**src/rtl/dtg_pkg.sv**
```systemverilog
package dtg_pkg;

  localparam int unsigned ADDR_W = 4;
  localparam int unsigned NGEO   = 9;

  // register addresses
  localparam logic [ADDR_W-1:0] A_CTRL  = 4'd0;
  localparam logic [ADDR_W-1:0] A_GEO0  = 4'd1;   // first geometry slot
  localparam logic [ADDR_W-1:0] A_SYNC  = 4'd10;
  localparam logic [ADDR_W-1:0] A_DISP  = 4'd11;

  // geometry slot indices (address minus A_GEO0)
  localparam int GI_HTOT  = 0;
  localparam int GI_HLAST = 1;
  localparam int GI_HSS   = 2;
  localparam int GI_HSE   = 3;
  localparam int GI_VTOT  = 4;
  localparam int GI_VLAST = 5;
  localparam int GI_VSS   = 6;
  localparam int GI_VSE   = 7;
  localparam int GI_FETCH = 8;

  // sync control bit positions
  localparam int SC_COLOUR = 0;
  localparam int SC_ALLOFF = 1;
  localparam int SC_HINV   = 3;
  localparam int SC_VINV   = 4;
  localparam int SC_HOFF   = 5;
  localparam int SC_VOFF   = 6;

  // display control bit position
  localparam int DC_OFF = 1;

  // inclusive window test
  function automatic logic in_window(input logic [31:0] pos,
                                     input logic [31:0] lo,
                                     input logic [31:0] hi);
    return (pos >= lo) && (pos <= hi);
  endfunction

  // next position of a wrapping counter
  function automatic logic [31:0] wrap_next(input logic [31:0] pos,
                                            input logic [31:0] last);
    return (pos == last) ? 32'd0 : pos + 32'd1;
  endfunction

endpackage

```
**src/rtl/dtg_regfile.sv**
```systemverilog
module dtg_regfile
  import dtg_pkg::*;
#(
  parameter int unsigned CW = 12
) (
  input  logic              clk,
  input  logic              rst_n,
  input  logic              wr_en,
  input  logic [ADDR_W-1:0] wr_addr,
  input  logic [CW-1:0]     wr_data,
  input  logic              frame_load,
  output logic              timing_en,
  output logic              refresh_en,
  output logic              sc_colour,
  output logic              sc_all_off,
  output logic              sc_inv_h,
  output logic              sc_inv_v,
  output logic              sc_off_h,
  output logic              sc_off_v,
  output logic              disp_off,
  output logic [CW-1:0]     geo_act [NGEO]
);

  logic [CW-1:0] geo_shadow [NGEO];

  // immediate control registers
  always_ff @(posedge clk or negedge rst_n) begin
    if (!rst_n) begin
      timing_en  <= 1'b0;
      refresh_en <= 1'b0;
      sc_colour  <= 1'b0;
      sc_all_off <= 1'b0;
      sc_inv_h   <= 1'b0;
      sc_inv_v   <= 1'b0;
      sc_off_h   <= 1'b0;
      sc_off_v   <= 1'b0;
      disp_off   <= 1'b0;
    end else if (wr_en) begin
      if (wr_addr == A_CTRL) begin
        timing_en  <= wr_data[0];
        refresh_en <= wr_data[1];
      end
      if (wr_addr == A_SYNC) begin
        sc_colour  <= wr_data[SC_COLOUR];
        sc_all_off <= wr_data[SC_ALLOFF];
        sc_inv_h   <= wr_data[SC_HINV];
        sc_inv_v   <= wr_data[SC_VINV];
        sc_off_h   <= wr_data[SC_HOFF];
        sc_off_v   <= wr_data[SC_VOFF];
      end
      if (wr_addr == A_DISP) begin
        disp_off <= wr_data[DC_OFF];
      end
    end
  end

  // double-buffered geometry: shadow written by software, running copy
  // reloaded from the old shadow value on a frame boundary
  always_ff @(posedge clk or negedge rst_n) begin
    if (!rst_n) begin
      for (int g = 0; g < NGEO; g++) begin
        geo_shadow[g] <= '0;
        geo_act[g]    <= '0;
      end
    end else begin
      for (int g = 0; g < NGEO; g++) begin
        if (frame_load) geo_act[g] <= geo_shadow[g];
        if (wr_en && wr_addr == ADDR_W'(g + 1)) geo_shadow[g] <= wr_data;
      end
    end
  end

endmodule

```
**src/rtl/dtg_counters.sv**
```systemverilog
module dtg_counters
  import dtg_pkg::*;
#(
  parameter int unsigned CW = 12
) (
  input  logic          clk,
  input  logic          rst_n,
  input  logic          timing_en,
  input  logic [CW-1:0] htot,
  input  logic [CW-1:0] vtot,
  output logic [CW-1:0] h_count,
  output logic [CW-1:0] v_count,
  output logic          frame_wrap
);

  logic line_end;

  assign line_end   = timing_en && (h_count == htot);
  assign frame_wrap = line_end && (v_count == vtot);

  always_ff @(posedge clk or negedge rst_n) begin
    if (!rst_n) begin
      h_count <= '0;
      v_count <= '0;
    end else if (!timing_en) begin
      h_count <= '0;
      v_count <= '0;
    end else begin
      h_count <= CW'(wrap_next(32'(h_count), 32'(htot)));
      if (line_end) v_count <= CW'(wrap_next(32'(v_count), 32'(vtot)));
    end
  end

endmodule

```
**src/rtl/dtg_sync_stage.sv**
```systemverilog
module dtg_sync_stage
  import dtg_pkg::*;
#(
  parameter int unsigned CW = 12
) (
  input  logic          timing_en,
  input  logic [CW-1:0] h_count,
  input  logic [CW-1:0] v_count,
  input  logic [CW-1:0] hs_start,
  input  logic [CW-1:0] hs_end,
  input  logic [CW-1:0] vs_start,
  input  logic [CW-1:0] vs_end,
  input  logic          sc_colour,
  input  logic          sc_all_off,
  input  logic          sc_inv_h,
  input  logic          sc_inv_v,
  input  logic          sc_off_h,
  input  logic          sc_off_v,
  output logic          hsync,
  output logic          vsync,
  output logic          colour_sync
);

  localparam int NCH = 2;   // channel 0 horizontal, 1 vertical

  logic [CW-1:0] pos [NCH];
  logic [CW-1:0] lo  [NCH];
  logic [CW-1:0] hi  [NCH];
  logic [NCH-1:0] inv, off, win, keep, pin;

  assign pos[0] = h_count;  assign lo[0] = hs_start;  assign hi[0] = hs_end;
  assign pos[1] = v_count;  assign lo[1] = vs_start;  assign hi[1] = vs_end;
  assign inv = {sc_inv_v, sc_inv_h};
  assign off = {sc_off_v, sc_off_h};

  for (genvar c = 0; c < NCH; c++) begin : g_ch
    assign win[c]  = timing_en && in_window(32'(pos[c]), 32'(lo[c]), 32'(hi[c]));
    assign keep[c] = win[c] && !off[c] && !sc_all_off;
    assign pin[c]  = keep[c] ^ inv[c];
  end

  assign hsync       = pin[0];
  assign vsync       = pin[1];
  assign colour_sync = sc_colour && (|keep);

endmodule

```
**src/rtl/dtg_top.sv**
```systemverilog
module dtg_top
  import dtg_pkg::*;
#(
  parameter int unsigned CW = 12
) (
  input  logic          clk,
  input  logic          rst_n,
  input  logic          wr_en,
  input  logic [3:0]    wr_addr,
  input  logic [CW-1:0] wr_data,
  output logic [CW-1:0] h_count,
  output logic [CW-1:0] v_count,
  output logic          active,
  output logic          hsync,
  output logic          vsync,
  output logic          colour_sync,
  output logic          prefetch,
  output logic          frame_start
);

  logic          timing_en, refresh_en, disp_off;
  logic          sc_colour, sc_all_off, sc_inv_h, sc_inv_v, sc_off_h, sc_off_v;
  logic          frame_wrap, frame_load, raster_on;
  logic [CW-1:0] geo_act [NGEO];
  logic [CW-1:0] htot_act;

  assign frame_load = !timing_en || frame_wrap;
  assign htot_act   = geo_act[GI_HTOT];
  assign raster_on  = timing_en && refresh_en;

  dtg_regfile #(.CW(CW)) u_regs (
    .clk(clk), .rst_n(rst_n), .wr_en(wr_en), .wr_addr(wr_addr),
    .wr_data(wr_data), .frame_load(frame_load),
    .timing_en(timing_en), .refresh_en(refresh_en),
    .sc_colour(sc_colour), .sc_all_off(sc_all_off),
    .sc_inv_h(sc_inv_h), .sc_inv_v(sc_inv_v),
    .sc_off_h(sc_off_h), .sc_off_v(sc_off_v),
    .disp_off(disp_off), .geo_act(geo_act)
  );

  dtg_counters #(.CW(CW)) u_cnt (
    .clk(clk), .rst_n(rst_n), .timing_en(timing_en),
    .htot(geo_act[GI_HTOT]), .vtot(geo_act[GI_VTOT]),
    .h_count(h_count), .v_count(v_count), .frame_wrap(frame_wrap)
  );

  dtg_sync_stage #(.CW(CW)) u_sync (
    .timing_en(timing_en), .h_count(h_count), .v_count(v_count),
    .hs_start(geo_act[GI_HSS]), .hs_end(geo_act[GI_HSE]),
    .vs_start(geo_act[GI_VSS]), .vs_end(geo_act[GI_VSE]),
    .sc_colour(sc_colour), .sc_all_off(sc_all_off),
    .sc_inv_h(sc_inv_h), .sc_inv_v(sc_inv_v),
    .sc_off_h(sc_off_h), .sc_off_v(sc_off_v),
    .hsync(hsync), .vsync(vsync), .colour_sync(colour_sync)
  );

  assign active = raster_on && !disp_off &&
                  (h_count <= geo_act[GI_HLAST]) && (v_count <= geo_act[GI_VLAST]);
  assign prefetch    = raster_on && (h_count == geo_act[GI_FETCH]);
  assign frame_start = timing_en && (h_count == '0) && (v_count == '0);

endmodule

```
**config.mk**
```make
export PLATFORM = sky130hd
export DESIGN_NAME = dtg_top
export DESIGN_NICKNAME = d
export VERILOG_FILES = /design/src/rtl/dtg_pkg.sv /design/src/rtl/dtg_regfile.sv /design/src/rtl/dtg_counters.sv /design/src/rtl/dtg_sync_stage.sv /design/src/rtl/dtg_top.sv
export SDC_FILE = /design/constraint.sdc
export NUM_CORES = 1
export LEC_CHECK = 0
export ABC_AREA = 1
export BUFFER_PORTS_ARGS = -buffer_cell sky130_fd_sc_hd__buf_2
export CAP_MARGIN = 25
export CORE_MARGIN = 5
export CORE_UTILIZATION = 50
export DETAILED_ROUTE_END_ITERATION = 10
export PLACE_DENSITY = 0.78
export SYNTH_ARGS = -nofsm -noshare
export SYNTH_HDL_FRONTEND = slang
export SYNTH_SLANG_ARGS = --single-unit
```
**constraint.sdc**
```tcl
create_clock -name clk -period 2.2 [get_ports clk]
set_input_delay 0.22 -clock clk [delete_from_list [all_inputs] [get_ports clk]]
set_output_delay 0.22 -clock clk [all_outputs]
set_load 0.01 [all_outputs]
```
==> impl_metrics.csv <==
group,metric,value,unit
timing,setup_viol,6,
timing,worst_pin_slew,0.716,ns
grt,use_met3,4.38,%
timing,fin_ws,-0.372,ns
floorplanning,core,24200,µm²
pwr,power.leakage,7.67,nW
clocking,cts_buffers,26,
clocking,cts_tree,"yes",
pwr,p_per_area,1140,nW/µm²
grt,grt-ovfl-total,0,
synthesis,yosysTopAreaCellShare,50.6,%
drt,drtAntennaViolNets,0,
drt,wl,36100,µm
placed_design,place.detailed.hpwl,22800,µm
run,drv_cap,0,
grt,antenna_found_initial,0,
cells_and_area,antennaDiodeCount,0,
clocking,clk_latency,0.54,ns
synthesis,ys_types,35,
floorplanning,die_h,167,µm
pwr,p_int,0.0110,W
setup_path,r2r_start,"u_cnt.h_count[8]$_DFF_PN0_",
pwr,power.switching,0.00604,W
cells_and_area,final_layout_size_suffix_gt1_share,16.6,%
synthesis,synth-seq-cells,249,
clocking,clk_pin_slew,0.07,ns
setup_path,cp-end-kind,"output port",
clocking,htreeDepth,1,
clocking,clock_sinks,249,
cells_and_area,fin_nets,1674,
placed_design,dpl.cell_count,1830,
synthesis,syn_inst,1468,
drt,drt_pass1_iterations,6,
pwr,seqPwrFrac,40.4,%
synthesis,seq_area_frac_synth,50.6,%
setup_path,cp_max_fo,6,
drt,dr_total_vias,10848,
pwr,switching_share,35.4,%
floorplanning,die_x,167,µm
synthesis,avgSynthCellArea,8.39,µm²
setup_path,worstPathArrival,2.35,ns
timing,maxSlewHeadroom,52.1,%
setup_path,critical_path.max_stage_delay,0.46,ns
setup_path,cp.required,1.98,ns
timing,rsz0062_at_grt,"yes",
outcome,status,"finished with violations",
grt,use_met2,39.4,%
drt,drtIter0Drc,1352,
cells_and_area,fin_util,62.0,%
clocking,cts_root_buffer,"clkbuf_16",
min_path,hp-start,"wr_data[1]",
setup_path,startpoint_type,"flop",
timing,clock_skew,0.0107,ns
clocking,cts_buffer_depth,3,
timing,hold_violations,0,
timing,period_minus_slack,2.57,ns
setup_path,crit_type,"flop to output port",
placed_design,port_buffers,48,
grt,use_met1,32.3,%
grt,gr-max-usage-layer,"met2",
timing,max_freq,0.389,GHz
floorplanning,initial_utilization,50.8,%
floorplanning,rows,57,
drt,wl_per_cell,18.8,µm
synthesis,yosysTopAreaCell,"dfrtp_1",
drt,drc,0,
timing,fin_crit_sh,117,%
pwr,p_clk_share,28.8,%
grt,grt_pass1_vias,10270,
synthesis,netlist_area,12300,µm²
setup_path,path_cells,"buf_8 > buf_6 > nor4_4 > nand4_1 > nor3_2 > buf_2",
cells_and_area,final_cells,1923,
timing,whs,0.00108,ns
floorplanning,die-area,27900,µm²
pwr,ir_drop,0.000782,V
synthesis,yosys_warnings,0,
cells_and_area,area_delta_synth_final,22.1,%
setup_path,cp_slowest_cell,"dfrtp_2",
grt,grt_first_pass_wirelength,54900,µm
synthesis,syn-num-nets,1563,
setup_path,cp_top_family,"simple AND/OR/NAND/NOR gates",
setup_path,crit_path_start,"u_cnt.v_count[7]$_DFFE_PN0P_",
placed_design,gp_congestion,0.917,
grt,grt_max_degree,73,
grt,grt_use_total,24.1,%
pwr,total_power,0.0171,W
synthesis,synth_area_leaders,"dfrtp_1, nand2_1, ha_1",
setup_path,path_buf_inv,3,
pwr,power_frac_comb,30.7,%
timing,finalMaxSlewViolations,0,
drt,vias_per_cell,5.64,
outcome,violations,"negative setup slack",
min_path,hold_path.class,"input pin to flop",
floorplanning,ios,49,
cells_and_area,n_fill_cell,1878,
==> through the flow <==
| stage | setup TNS (ns) | cell area [µm²] | setup slack (ns) |
|---|---|---|---|
| 2_1_floorplan | 0 | 12300 | 0.396 |
| 3_3_place_gp | -0.382 | 13100 | -0.382 |
| 3_5_place_dp | -0.376 | 13100 | -0.376 |
| 4_1_cts | -1.64 | 14500 | -0.363 |
| 5_1_grt | -2.33 | 15000 | -0.430 |
| 6_report | -1.83 | 15000 | -0.372 |
==> worst reg2reg max path, cell delays in order (launching register included) <==
cell and delay (ns):
dfrtp_2 0.46, buf_4 0.15, buf_4 0.12, xnor2_1 0.14
nand2_1 0.08, nor2_2 0.16, nand3_2 0.19, nand2_8 0.19
buf_12 0.26, nand3_1 0.22, nand2_1 0.11
==> cell families (layout without fill, tap and decap cells) <==
kind of cell	after synthesis	in the layout	share of synthesized area [%]
adder cells (fa/ha/maj)	76	76	7.73
XOR/XNOR	30	30	2.26
buffers and inverters	236	366	8.11
flip-flops	249	249	50.6
AO/OA/AOI/OAI	201	201	8.40
AND/OR/NAND/NOR	676	677	22.9
==> layer usage <==
layer / up-vias / wire length (µm)
li1: 4924 / -
met1: 5204 / 14200
met2: 599 / 17000
met3: 121 / 3280
met4: 0 / 1640
met5: - / 0
==> cells in the final DEF (no fill, tap or decap), types with 8 or more instances in the layout <==
cell type and count:
a21oi_1 29, buf_12 9, buf_2 46, buf_4 58, buf_6 15, clkbuf_16 28
clkbuf_8 8, dfrtp_1 234, dfrtp_2 15, dlygate4sd3_1 10, ha_1 57, ha_4 19
inv_1 170, nand2_1 443, nand2_2 12, nand3_1 110, nand4_1 15, nor2_1 46
nor2_2 12, nor3_1 11, o21ai_0 141, o21ai_1 15, xnor2_1 19, xor2_1 9
==> power groups by stage <==
stage / Clock, W / Sequential [W] / Combinational (W)
after floorplan: 0 / 0.00661 / 0.00328
after global placement: 0 / 0.00684 / 0.00426
after detailed placement: 0 / 0.00690 / 0.00441
after CTS: 0.00497 / 0.00686 / 0.00465
after global routing: 0.00515 / 0.00704 / 0.00590
final: 0.00492 / 0.00690 / 0.00524
==> state kept, by name (all words and copies together), names as in the netlist <==
| signal | count |
|---|---|
| u_regs.geo_act | 108 |
| u_regs.geo_shadow | 108 |
| u_cnt.h_count | 12 |
| u_cnt.v_count | 12 |
| u_regs.disp_off | 1 |
| u_regs.refresh_en | 1 |
| u_regs.sc_all_off | 1 |
| u_regs.sc_colour | 1 |
| u_regs.sc_inv_h | 1 |
| u_regs.sc_inv_v | 1 |
| u_regs.sc_off_h | 1 |
| u_regs.sc_off_v | 1 |
| u_regs.timing_en | 1 |
==> area by class of cell <==
class                           instances  area (µm²)  area share (%)
Multi-Input combinational cell        984        5530            36.8
Timing Repair Buffer                  143        1210            8.07
Clock buffer                           40         805            5.35
Inverter                              175         663            4.41
Clock inverter                          8         165            1.10
Sequential cell                       249        6250            41.6
Tap cell                              324         405            2.70
==> Yosys cell counts (all sizes together) <==
cell type	n
a211oi	3
a21o	3
a21oi	33
a221oi	2
a31oi	2
and2	1
and3	1
buf	35
clkbuf	26
dfrtp	249
ha	76
inv	175
nand2	459
nand3	115
nand3b	4
nand4	15
nor2	60
nor3	14
nor3b	1
nor4	4
o21ai	156
o22ai	2
or2	2
xnor2	21
xor2	9
==> worst paths after layout <==
check                      slack [ns]  depth (start not counted)                                 to
setup / recovery                -0.37                          6                        frame_start
hold / removal                  0.001                          3  u_regs.geo_shadow[37]$_DFFE_PN0P_
setup reg to reg                 0.05                         10      u_regs.geo_act[2]$_DFFE_PN0P_
hold reg to reg                  0.47                          2     u_regs.geo_act[83]$_DFFE_PN0P_
max in group asynchronous        1.23                          3  u_regs.geo_shadow[63]$_DFFE_PN0P_
min in group asynchronous        0.23                          2  u_regs.geo_shadow[82]$_DFFE_PN0P_
==> what timing repair did <==
| action | in CTS | in global routing |
|---|---|---|
| setup endpoints to repair | 6 | 79 |
| hold buffers | 10 | 0 |
| pin swaps | 28 | 29 |
| gates cloned | 0 | 2 |
| resized for setup | 48 | 62 |
| setup buffers | 13 | 22 |
| endpoints found under the hold margin | 77 | 0 |
No activity file was read; power rests on OpenSTA's default activity.
